`src/rtl/barrel_sched.sv`:
```
module barrel_sched #(
  parameter int NTHR = 4,
  parameter int PCW = 32,
  parameter int DEPTH = 5,
  parameter int ISTEP = 4,
  parameter logic [31:0] START_BASE = 32'h0000_1000,
  parameter logic [31:0] START_STRIDE = 32'h0000_0100,
  localparam int TW = (NTHR > 1) ? $clog2(NTHR) : 1
) (
  input  logic                  clk,
  input  logic                  rst_n,
  input  logic [NTHR-1:0]       thr_en,
  input  logic                  redir_vld,
  input  logic [TW-1:0]         redir_tid,
  input  logic [PCW-1:0]        redir_pc,
  output logic                  fetch_vld,
  output logic [TW-1:0]         fetch_tid,
  output logic [PCW-1:0]        fetch_pc,
  output logic [DEPTH-1:0]      stg_vld,
  output logic [DEPTH*TW-1:0]   stg_tid,
  output logic                  wb_vld,
  output logic [TW-1:0]         wb_tid
);

  localparam logic [TW-1:0] LAST = TW'(NTHR - 1);

  logic [TW-1:0]  ptr_q;
  logic [PCW-1:0] pc_q [NTHR];
  logic [TW-1:0]  tag_q [DEPTH];
  logic [DEPTH-1:0] sv_q;
  logic [TW-1:0]  pick;

  always_comb begin
    int j;
    pick = '0;
    fetch_vld = 1'b0;
    for (int k = 0; k < NTHR; k++) begin
      j = int'(ptr_q) + k;
      if (j >= NTHR) j = j - NTHR;
      if (!fetch_vld && thr_en[j]) begin
        fetch_vld = 1'b1;
        pick = TW'(j);
      end
    end
  end

  assign fetch_tid = pick;
  assign fetch_pc  = pc_q[pick];

  always_ff @(posedge clk or negedge rst_n) begin
    if (!rst_n) ptr_q <= '0;
    else if (fetch_vld) ptr_q <= (pick == LAST) ? '0 : pick + 1'b1;
  end

  for (genvar t = 0; t < NTHR; t++) begin : g_pc
    always_ff @(posedge clk or negedge rst_n) begin
      if (!rst_n)
        pc_q[t] <= PCW'(START_BASE + START_STRIDE * t);
      else if (redir_vld && redir_tid == TW'(t))
        pc_q[t] <= redir_pc;
      else if (fetch_vld && pick == TW'(t))
        pc_q[t] <= pc_q[t] + PCW'(ISTEP);
    end
  end

  for (genvar s = 0; s < DEPTH; s++) begin : g_stg
    always_ff @(posedge clk or negedge rst_n) begin
      if (!rst_n) begin
        sv_q[s]  <= 1'b0;
        tag_q[s] <= '0;
      end else if (s == 0) begin
        sv_q[s]  <= fetch_vld;
        tag_q[s] <= pick;
      end else begin
        sv_q[s]  <= sv_q[(s > 0) ? s - 1 : 0];
        tag_q[s] <= tag_q[(s > 0) ? s - 1 : 0];
      end
    end
    assign stg_tid[s*TW +: TW] = tag_q[s];

    if (s > 0) begin : g_shift_chk

      tag_shift_chk: assert property (@(posedge clk) disable iff (!rst_n)
        rst_n |=> stg_vld[s] == $past(stg_vld[s-1]) &&
                  stg_tid[s*TW +: TW] == $past(stg_tid[(s-1)*TW +: TW]));
    end
  end

  assign stg_vld = sv_q;
  assign wb_vld  = sv_q[DEPTH-1];
  assign wb_tid  = tag_q[DEPTH-1];


  pick_enabled_chk: assert property (@(posedge clk) disable iff (!rst_n)
    fetch_vld |-> thr_en[fetch_tid]);


  no_repeat_chk: assert property (@(posedge clk) disable iff (!rst_n)
    (fetch_vld && stg_vld[0] && $countones(thr_en) >= 2) |-> fetch_tid != stg_tid[TW-1:0]);


  idle_hold_chk: assert property (@(posedge clk) disable iff (!rst_n)
    (rst_n && thr_en == '0) |=> (!stg_vld[0] && ptr_q == $past(ptr_q)));


  pc_step_chk: assert property (@(posedge clk) disable iff (!rst_n)
    (rst_n && fetch_vld && !(redir_vld && redir_tid == fetch_tid))
      |=> pc_q[$past(fetch_tid)] == $past(fetch_pc) + PCW'(ISTEP));


  redir_chk: assert property (@(posedge clk) disable iff (!rst_n)
    (rst_n && redir_vld) |=> pc_q[$past(redir_tid)] == $past(redir_pc));

endmodule

```
`config.mk`:
```
export PLATFORM = sky130hd
export DESIGN_NAME = barrel_sched
export DESIGN_NICKNAME = d
export VERILOG_FILES = /design/src/rtl/barrel_sched.sv
export SDC_FILE = /design/constraint.sdc
export NUM_CORES = 1
export LEC_CHECK = 0
export CORE_MARGIN = 1
export CORE_UTILIZATION = 55
export CTS_CLUSTER_DIAMETER = 80
export DETAILED_ROUTE_END_ITERATION = 6
export PLACE_DENSITY = 0.86
export SETUP_SLACK_MARGIN = 0.15
export SLEW_MARGIN = 20
export SYNTH_ARGS = -nofsm -noshare
export SYNTH_HDL_FRONTEND = slang
export SYNTH_SLANG_ARGS = --single-unit
```
`constraint.sdc`:
```
create_clock -name clk -period 6.05 [get_ports clk]
set_input_delay 1.21 -clock clk [delete_from_list [all_inputs] [get_ports clk]]
set_output_delay 1.21 -clock clk [all_outputs]
set_load 0.02 [all_outputs]
```
* Yosys cells after proc, flatten, opt, wreduce, memory -nomap -nowiden
Index checks and enable logic that the tools add are counted.
W data, S select, Z words.
** Storage, ports and cells
- Register bits after elaboration :: 145
- Latch bits :: 0
- Bits in writable memories :: 0
- Bits in read-only memories :: 0
- Input bits :: 41
- Output and inout bits :: 53
- Memories kept :: 0
** Operators by class
- Add/sub/neg operators :: 12
- Multiply operators :: 0
- Divide/modulo/power cells :: 0
- Magnitude comparators :: 9
- Eq/ne operators :: 6
- Shift operators :: 0
- Multiplexer cells :: 36
- Bitwise operators :: 1
- Reduce and logical (&&, ||, !) cells :: 20
** Operators by type and width (number)
- $mux W32 :: 14
- $add A32 B3 Y32 const B :: 4
- $lt A32 B4 Y1 const B :: 4
- $bmux W32 S2 :: 1
- $ge A3 B3 Y1 const B :: 4
- $mux W1 :: 12
- $sub A3 B3 Y4 const B :: 3
- $logic_and A1 B1 Y1 :: 11
- $mux W2 :: 5
- $bmux W1 S2 :: 4
- $eq A2 B2 Y1 const B :: 4
- $reduce_bool A2 Y1 :: 4
- $add A2 B2 Y3 const B :: 2
- $eq A2 B1 Y1 const B :: 2
- $logic_not A2 Y1 :: 2
- $sub A2 B3 Y4 const B :: 1
- $add A2 B1 Y3 const B :: 1
- $ge A2 B3 Y1 const B :: 1
- $logic_not A1 Y1 :: 3
- $not A2 Y3 :: 1
- $add A2 B1 Y2 const B :: 1

* Depth between registers and ports, before layout
Gate-level depths: netlist of the first run.
- Depth after elaboration :: 19
- Depth in mapped cells :: 15
- Depth with buffers taken out :: 11

* Worst setup path after synthesis of the first run
OpenSTA, ideal clock, no wires.
- Path kind :: in2out
- Start :: input port thr_en[1]
- End :: output port fetch_pc[22]
- Data arrival time :: 2.894 ns
- Slack :: 1.946 ns
- Stages :: 8
- Buffers on the path :: 2
- Cell sequence :: buf_2 nand2b_1 a21oi_1 o32ai_4 inv_2 clkbuf_1 nand2_1 a31oi_1
** Between the ends
- Longest elaborated chain between the ends :: 17
- Elaborated cells on any way between the ends :: 29
** Ends and longest elaborated chain
- start: declaration :: line 12 : input logic [NTHR-1:0] thr_en,
- $bmux W1 S2 :: line 40 : if (!fetch_vld && thr_en[j]) begin
- $mux W1 (not written as such) (2 in a row) :: line 40
- $mux W1 :: line 40
- $logic_not A1 Y1 :: line 40
- $logic_and A1 B1 Y1 :: line 40
- $mux W1 :: line 40
- $logic_not A1 Y1 :: line 40
- $logic_and A1 B1 Y1 :: line 40
- $mux W1 :: line 40
- $logic_not A1 Y1 :: line 40
- $logic_and A1 B1 Y1 :: line 40
- $mux W2 * :: line 40
- named net fetch_tid[1] :: line 17 : output logic [TW-1:0] fetch_tid,
- $not A2 Y3 (not written as such) * :: line 48 : assign fetch_pc = pc_q[pick];
- $bmux W32 S2 * :: line 48
- $mux W32 (not written as such) * (2 in a row) :: line 48
- end: declaration :: line 18 : output logic [PCW-1:0] fetch_pc,
The timed path passes the listed nets; every way through them passes the cells marked *. The select of a mux whose other input is x is not followed.

* Worst setup path after layout of the first run
- Start :: input port thr_en[3]
- End :: output port fetch_pc[6]
** Between the ends
- Longest elaborated chain between the ends :: 17
- Elaborated cells on any way between the ends :: 29
** Ends and longest elaborated chain (line)
- $bmux W1 S2 :: 40
- $mux W1 (not written as such) (2 in a row) :: 40
- $mux W1 :: 40
- $logic_not A1 Y1 :: 40
- $logic_and A1 B1 Y1 :: 40
- $mux W1 :: 40
- $logic_not A1 Y1 :: 40
- $logic_and A1 B1 Y1 :: 40
- $mux W1 :: 40
- $logic_not A1 Y1 :: 40
- $logic_and A1 B1 Y1 :: 40
- $mux W2 * :: 40
- $not A2 Y3 (not written as such) * :: 48
- $bmux W32 S2 * :: 48
- $mux W32 (not written as such) * (2 in a row) :: 48
Every way passes the cells marked *; elsewhere a longest branch is shown, timed or not. The select of a mux whose other input is x is not followed.

==> impl_metrics.tcl, run 1 <==
set metrics [dict create \
    status "finished clean" \
    startpoint_type "input port" \
    dr.max_layer_used "met4" \
    port_buffers 93 \
    cts_tree "done" \
    groute.usage.overall_pct 31.1 \
    detail_route.wirelength_mm 24.5 \
    p_per_area_mw_per_mm2 447 \
    yosysWarningCount 0 \
    synth-adder-area-share_pct 0.720 \
    finalHoldViolations 0 \
    starting_density_of_the_core_pct 56.8 \
    critical_path_arrival_ns 4.01 \
    worstSetupPathType "input port to output port" \
    reg_to_reg_end "pc_q[60]" \
    timing_worst_slew_pin_value_ns 1.07 \
    mostFrequentLayoutCell "sky130_fd_sc_hd__nand2_1" \
    antenna_violating_nets_post_route 0 \
    netlist_area_mm2 0.00869 \
    synthesis.instances 1032 \
    yosys_most_used_dff "sky130_fd_sc_hd__dfrtp_1" \
    finalMaxSlewViolations 0 \
    m1WireLength_mm 10.0 \
    timing.hold.worst.start "stg_tid[6]" \
    slew_headroom_pct 28.9 \
    fmax_ghz 0.191 \
    clock_tree.buffer_depth 2 \
    dr_total_vias 8071 \
    gr-total-overflow 0 \
    vias_per_cell 6.13 \
    average_footprint_of_a_synthesized_cell_um2 8.42 \
    placeableCoreArea_mm2 0.0153 \
    synth_compound_area_share_pct 10.9 \
    cellLeakagePower_uw 0.00417 \
    cts_setup_buffers 0 \
    r2r_cells 11 \
    post_cts_resized 0 \
    post-route-worst-setup-slack_ns 0.825 \
    required_ns 4.84 \
    cap_violations 0 \
    wl_per_cell_um 18.7 \
    cp_max_fo 17 \
    tritonroute_pass_1_iters 6 \
    synth_top_family_by_area "simple AND/OR/NAND/NOR gates" \
    pre_cts_slack_ns 0.860 \
    cts_root_buffer "sky130_fd_sc_hd__clkbuf_16" \
    dieWidth_um 128 \
    grt_pass1_wl_mm 39.1 \
    end_kind "output port" \
    final.period_utilization_pct 86.4 \
    routabilityCongestion 0.867 \
    synthesis.nets 1078 \
    met2RoutedLength_mm 11.7 \
    vias_in_the_first_global_route 7711 \
    setup_tns_final_ns 0 \
    crit_path_start "thr_en[3]" \
    worstHoldPathType "flip-flop to flip-flop" \
    initialDrtViolationCount 900 \
    synth_xor_xnor_area_share_pct 11.6 \
    drc 0 \
    wl_met3_mm 1.93 \
    die_h_um 128 \
    ys_async_sr_fraction_pct 100 \
    power.ir.vdd_worst_mv 0.321 \
    cts_inserted_buffers 17 \
    finalSetupViolations 0 \
    flow.area_growth_from_synthesis_pct 19.9 \
    whs_path_depth 0 \
    clock_latency_ns 0.43 \
    synth_enable_flop_cells 0 \
    grt_setup_unrepaired "false" \
    pin_count_of_the_biggest_net_entering_global_routing 101 \
    layout.cells.most_common_list "sky130_fd_sc_hd__nand2_1 (220), sky130_fd_sc_hd__dfrtp_1 (137), sky130_fd_sc_hd__clkdlybuf4s50_1 (92), sky130_fd_sc_hd__nor2_1 (88), sky130_fd_sc_hd__xor2_1 (72)" \
    hpwlAfterDp_mm 16.1 \
    yosys-mux-area-fraction_pct 1.76 \
    initial_antenna_violation_count 0 \
    boundary_pin_count 94 \
    row_count 45 \
    reg2reg_setup_slack_ns 2.70 \
    ys_seq_elements 145 \
    diodes 0 \
    synth_simple_gate_area_share_pct 29.1 \
    drive_gt1_share_pct 8.33 \
    cts.sinks 145 \
    cts.hold.buffers_added 0 \
    hold_path_end "wb_tid[0]" \
    distinct_cell_type_count_of_the_synthesized_netlist 55 \
    finalClockSkew_ns 0.0112 \
    synth_seq_area_share_pct 41.9 \
    cts.reportedPaths.clkPinSlew_ns 0.06 \
    die_area_mm2 0.0163 \
    num-nets-final 1138 \
    reg2reg_from "ptr_q[0]" \
    h-tree-depth 4 \
    period_minus_slack_ns 5.22 \
]
[routing by layer]
layer	GRT usage, %	vias to the layer above
li1	-	3657
met1	40.0	3901
met2	50.3	430
met3	6.14	83
met4	15.4	0
met5	0	-
[cell usage after synthesis (8+ instances only)]
master	n	area (µm²)
sky130_fd_sc_hd__and3_1	58	363
sky130_fd_sc_hd__and4_1	11	96.3
sky130_fd_sc_hd__mux2_2	10	113
sky130_fd_sc_hd__xnor2_1	43	377
sky130_fd_sc_hd__o21ai_1	12	60.1
sky130_fd_sc_hd__o21ai_0	47	235
sky130_fd_sc_hd__a21oi_1	64	320
sky130_fd_sc_hd__nand2_1	220	826
sky130_fd_sc_hd__inv_1	15	56.3
sky130_fd_sc_hd__nand4_1	44	275
sky130_fd_sc_hd__dfstp_2	8	210
sky130_fd_sc_hd__nand3_1	30	150
sky130_fd_sc_hd__a31oi_1	33	206
sky130_fd_sc_hd__nor2_1	88	330
sky130_fd_sc_hd__xor2_1	72	631
sky130_fd_sc_hd__buf_2	12	60.1
sky130_fd_sc_hd__dfrtp_1	137	3430
sky130_fd_sc_hd__clkbuf_1	46	173
[power breakdown]
part	leakage, µW	internal (µW)	total [µW]	switching (µW)
Combinational	0.00215	810	1880	1070
Clock	0.000347	845	1250	404
Sequential	0.00168	1220	1530	311
[layout make-up]
class / count / area [µm²]
timing repair buffer: 106 / 1030
inverter: 16 / 60.1
multi-input combinational: 806 / 4720
clock inverter: 11 / 230
clock buffer: 21 / 470
sequential: 145 / 3640
tap: 211 / 264
fill: 1201 / 4890
[worst max-delay path: stages]
cell,delay [ns]
sky130_fd_sc_hd__clkdlybuf4s50_1,0.62
sky130_fd_sc_hd__nand2b_1,0.26
sky130_fd_sc_hd__and3_1,0.21
sky130_fd_sc_hd__o22ai_2,0.15
sky130_fd_sc_hd__inv_1,0.35
sky130_fd_sc_hd__buf_4,0.35
sky130_fd_sc_hd__a31oi_1,0.20
sky130_fd_sc_hd__clkdlybuf4s50_1,0.64
[state kept, by name (all words and copies together), names as in the netlist]
signal / count
stg_vld: 4
wb_tid: 2
pc_q: 128
stg_tid: 8
wb_vld: 1
ptr_q: 2
[worst max-delay path by stage]
stage	endpoint	slack, ns
finish	fetch_pc[6]	0.83
global route	fetch_pc[9]	0.72
CTS	fetch_pc[6]	0.86
global placement	fetch_pc[6]	0.92
detailed placement	fetch_pc[3]	0.86
floorplan	fetch_pc[22]	1.95
[cells by family after synthesis]
| logic type | count (synthesis) |
|---|---|
| and+or+nand+nor | 503 |
| AOI/OAI and AO/OA | 169 |
| DFF | 145 |
| xor gates and xnor gates | 115 |
| buffers and inverters | 81 |
| muxes | 14 |
| adders and majority gates | 5 |
[per-stage QoR]
step / instances / power, µW / hold slack (ns) / cell area, µm² / util, %
after global routing: 1316 / 4870 / 0.386 / 10400 / 68.0
final: 1316 / 4650 / 0.373 / 10400 / 68.0
after global placement: 1283 / 3320 / 0.355 / 9710 / 63.4
after detailed placement: 1283 / 3360 / 0.362 / 9710 / 63.4
after CTS: 1315 / 4630 / 0.377 / 10400 / 68.0
after floorplan: 1032 / 2630 / 0.446 / 8690 / -
(Power assumes the default switching activity.)
==> inputs of run 2 (changes only) <==
--- a/config.mk
+++ b/config.mk
@@ -9,6 +9,7 @@
 export CORE_UTILIZATION = 55
 export CTS_CLUSTER_DIAMETER = 80
 export DETAILED_ROUTE_END_ITERATION = 6
+export MAX_ROUTING_LAYER = met4
 export PLACE_DENSITY = 0.86
 export SETUP_SLACK_MARGIN = 0.15
 export SLEW_MARGIN = 20
==> impl_metrics.tcl, run 2 (synthesis results as in run 1) <==
set metrics [dict create \
    status "finished clean" \
    hpwlAfterDp_mm 16.1 \
    placed_cells_incl_taps 1283 \
    reg_to_reg_end "pc_q[60]" \
    detail_route.wirelength_mm 24.5 \
    cts_inserted_buffers 17 \
    finalHoldViolations 0 \
    wl_per_cell_um 18.6 \
    cellLeakagePower_uw 0.00417 \
    post-route-worst-setup-slack_ns 0.826 \
    end_kind "output port" \
    dr_total_vias 8081 \
    pre_cts_slack_ns 0.860 \
    period_minus_slack_ns 5.22 \
    flow.area_growth_from_synthesis_pct 19.9 \
    worst_path_max_delay_cell "sky130_fd_sc_hd__clkdlybuf4s50_1" \
    timing_worst_slew_pin_value_ns 1.07 \
    initial_antenna_violation_count 0 \
    die_h_um 128 \
    starting_density_of_the_core_pct 56.8 \
    pin_count_of_the_biggest_net_entering_global_routing 101 \
    groute.usage.overall_pct 32.1 \
    post_cts_resized 0 \
    placeableCoreArea_mm2 0.0153 \
    timing.critical_path.slowest_cell_delay_ns 0.74 \
    grt_setup_unrepaired "false" \
    total_power_uw 4650 \
    cpMostUsedCell "sky130_fd_sc_hd__clkdlybuf4s50_1" \
    cts_tree "done" \
    vias_per_cell 6.14 \
    setup_tns_final_ns 0 \
    worstHoldPathType "flip-flop to flip-flop" \
    cts.reportedPaths.clkPinSlew_ns 0.06 \
    routabilityCongestion 0.881 \
    gr-total-overflow 0 \
    drive_gt1_share_pct 8.33 \
    largest_reg_flops 128 \
    required_ns 4.84 \
    num-nets-final 1138 \
    diodes 0 \
    drc 0 \
    finish.utilization_pct 68.0 \
    row_count 45 \
    finalMaxSlewViolations 0 \
    reg2reg_from "ptr_q[0]" \
    hold_path_end "wb_tid[0]" \
    cts_root_buffer "sky130_fd_sc_hd__clkbuf_16" \
    fillCellCount 1201 \
    finalClockSkew_ns 0.00744 \
    power.ir.vdd_worst_mv 0.321 \
    finalNonFillerCells 1316 \
    vias_in_the_first_global_route 7693 \
    initialDrtViolationCount 920 \
    layout.cells.most_common_list "sky130_fd_sc_hd__nand2_1 (220), sky130_fd_sc_hd__dfrtp_1 (137), sky130_fd_sc_hd__clkdlybuf4s50_1 (92), sky130_fd_sc_hd__nor2_1 (88), sky130_fd_sc_hd__xor2_1 (72)" \
    slew_headroom_pct 28.4 \
    timing.hold.worst.start "stg_tid[6]" \
    r2r_cells 11 \
    startpoint_type "input port" \
    p_per_area_mw_per_mm2 446 \
    die_area_mm2 0.0163 \
    critical_path_buf_inv_count 3 \
    whs_path_depth 0 \
    finalSetupViolations 0 \
    mostFrequentLayoutCell "sky130_fd_sc_hd__nand2_1" \
    grt_pass1_wl_mm 39.1 \
    clock_latency_ns 0.43 \
    final.period_utilization_pct 86.3 \
    dieWidth_um 128 \
    cts_setup_buffers 0 \
    antenna_violating_nets_post_route 0 \
    clock_tree.buffer_depth 2 \
    max_flop_register "pc_q" \
    cts.sinks 145 \
    reg2reg_setup_slack_ns 2.69 \
    h-tree-depth 4 \
    path_cells "clkdlybuf4s50_1 > a21oi_1 > o32ai_4 > buf_4 > nand2_1 > and3_1 > a31oi_1 > clkdlybuf4s50_1" \
    fmax_ghz 0.191 \
    port_buffers 93 \
    tritonroute_pass_1_iters 5 \
    cp_max_fo 34 \
    cap_violations 0 \
    cts.hold.buffers_added 0 \
    critical_path_arrival_ns 4.01 \
    boundary_pin_count 94 \
    kind_of_cell_adding_the_most_delay_to_the_critical_path "buffers and inverters" \
    worstSetupPathType "input port to output port" \
]
-- run 2: cell counts in the layout (fill, tap and decap cells not counted) --
Identical to the previous run, type by type.
-- run 2: worst max-delay path by stage --
stage	start	endpoint	slack [ns]	depth (start not counted)
6_report	thr_en[0]	fetch_pc[7]	0.83	8
5_1_grt	thr_en[1]	fetch_pc[9]	0.72	10
4_1_cts	thr_en[3]	fetch_pc[6]	0.86	8
3_5_place_dp	thr_en[1]	fetch_pc[3]	0.86	10
3_3_place_gp	thr_en[0]	fetch_pc[6]	0.92	7
2_1_floorplan	thr_en[1]	fetch_pc[22]	1.95	8
-- run 2: metal layers --
layer  part of all wire [%]  vias up  wire length (µm)  track usage, %
met5                      0        -                 0               -
met4                    3.6        0               871            14.9
met3                    7.9       81              1950            6.18
met2                     48      420             11800            50.5
met1                     40     3919              9910            40.0
li1                       -     3661                 -               -
-- run 2: final cells by class --
type / instances / area (µm²) / area share (%)
timing repair buffer: 106 / 1030 / 9.92
multi-input combinational: 806 / 4720 / 45.3
sequential: 145 / 3640 / 34.9
clock inverter: 11 / 230 / 2.21
inverter: 16 / 60.1 / 0.576
tap: 211 / 264 / 2.53
clock buffer: 21 / 470 / 4.51
-- run 2: power by group --
| group | internal, µW | leakage, µW | switching [µW] |
|---|---|---|---|
| clock | 845 | 0.000347 | 404 |
| sequential | 1220 | 0.00168 | 314 |
| combinational | 810 | 0.00215 | 1060 |
-- run 2: through the flow --
step | hold slack, ns | area [µm²]
2_1_floorplan | 0.446 | 8690
3_3_place_gp | 0.355 | 9710
3_5_place_dp | 0.362 | 9710
4_1_cts | 0.377 | 10400
5_1_grt | 0.386 | 10400
6_report | 0.373 | 10400
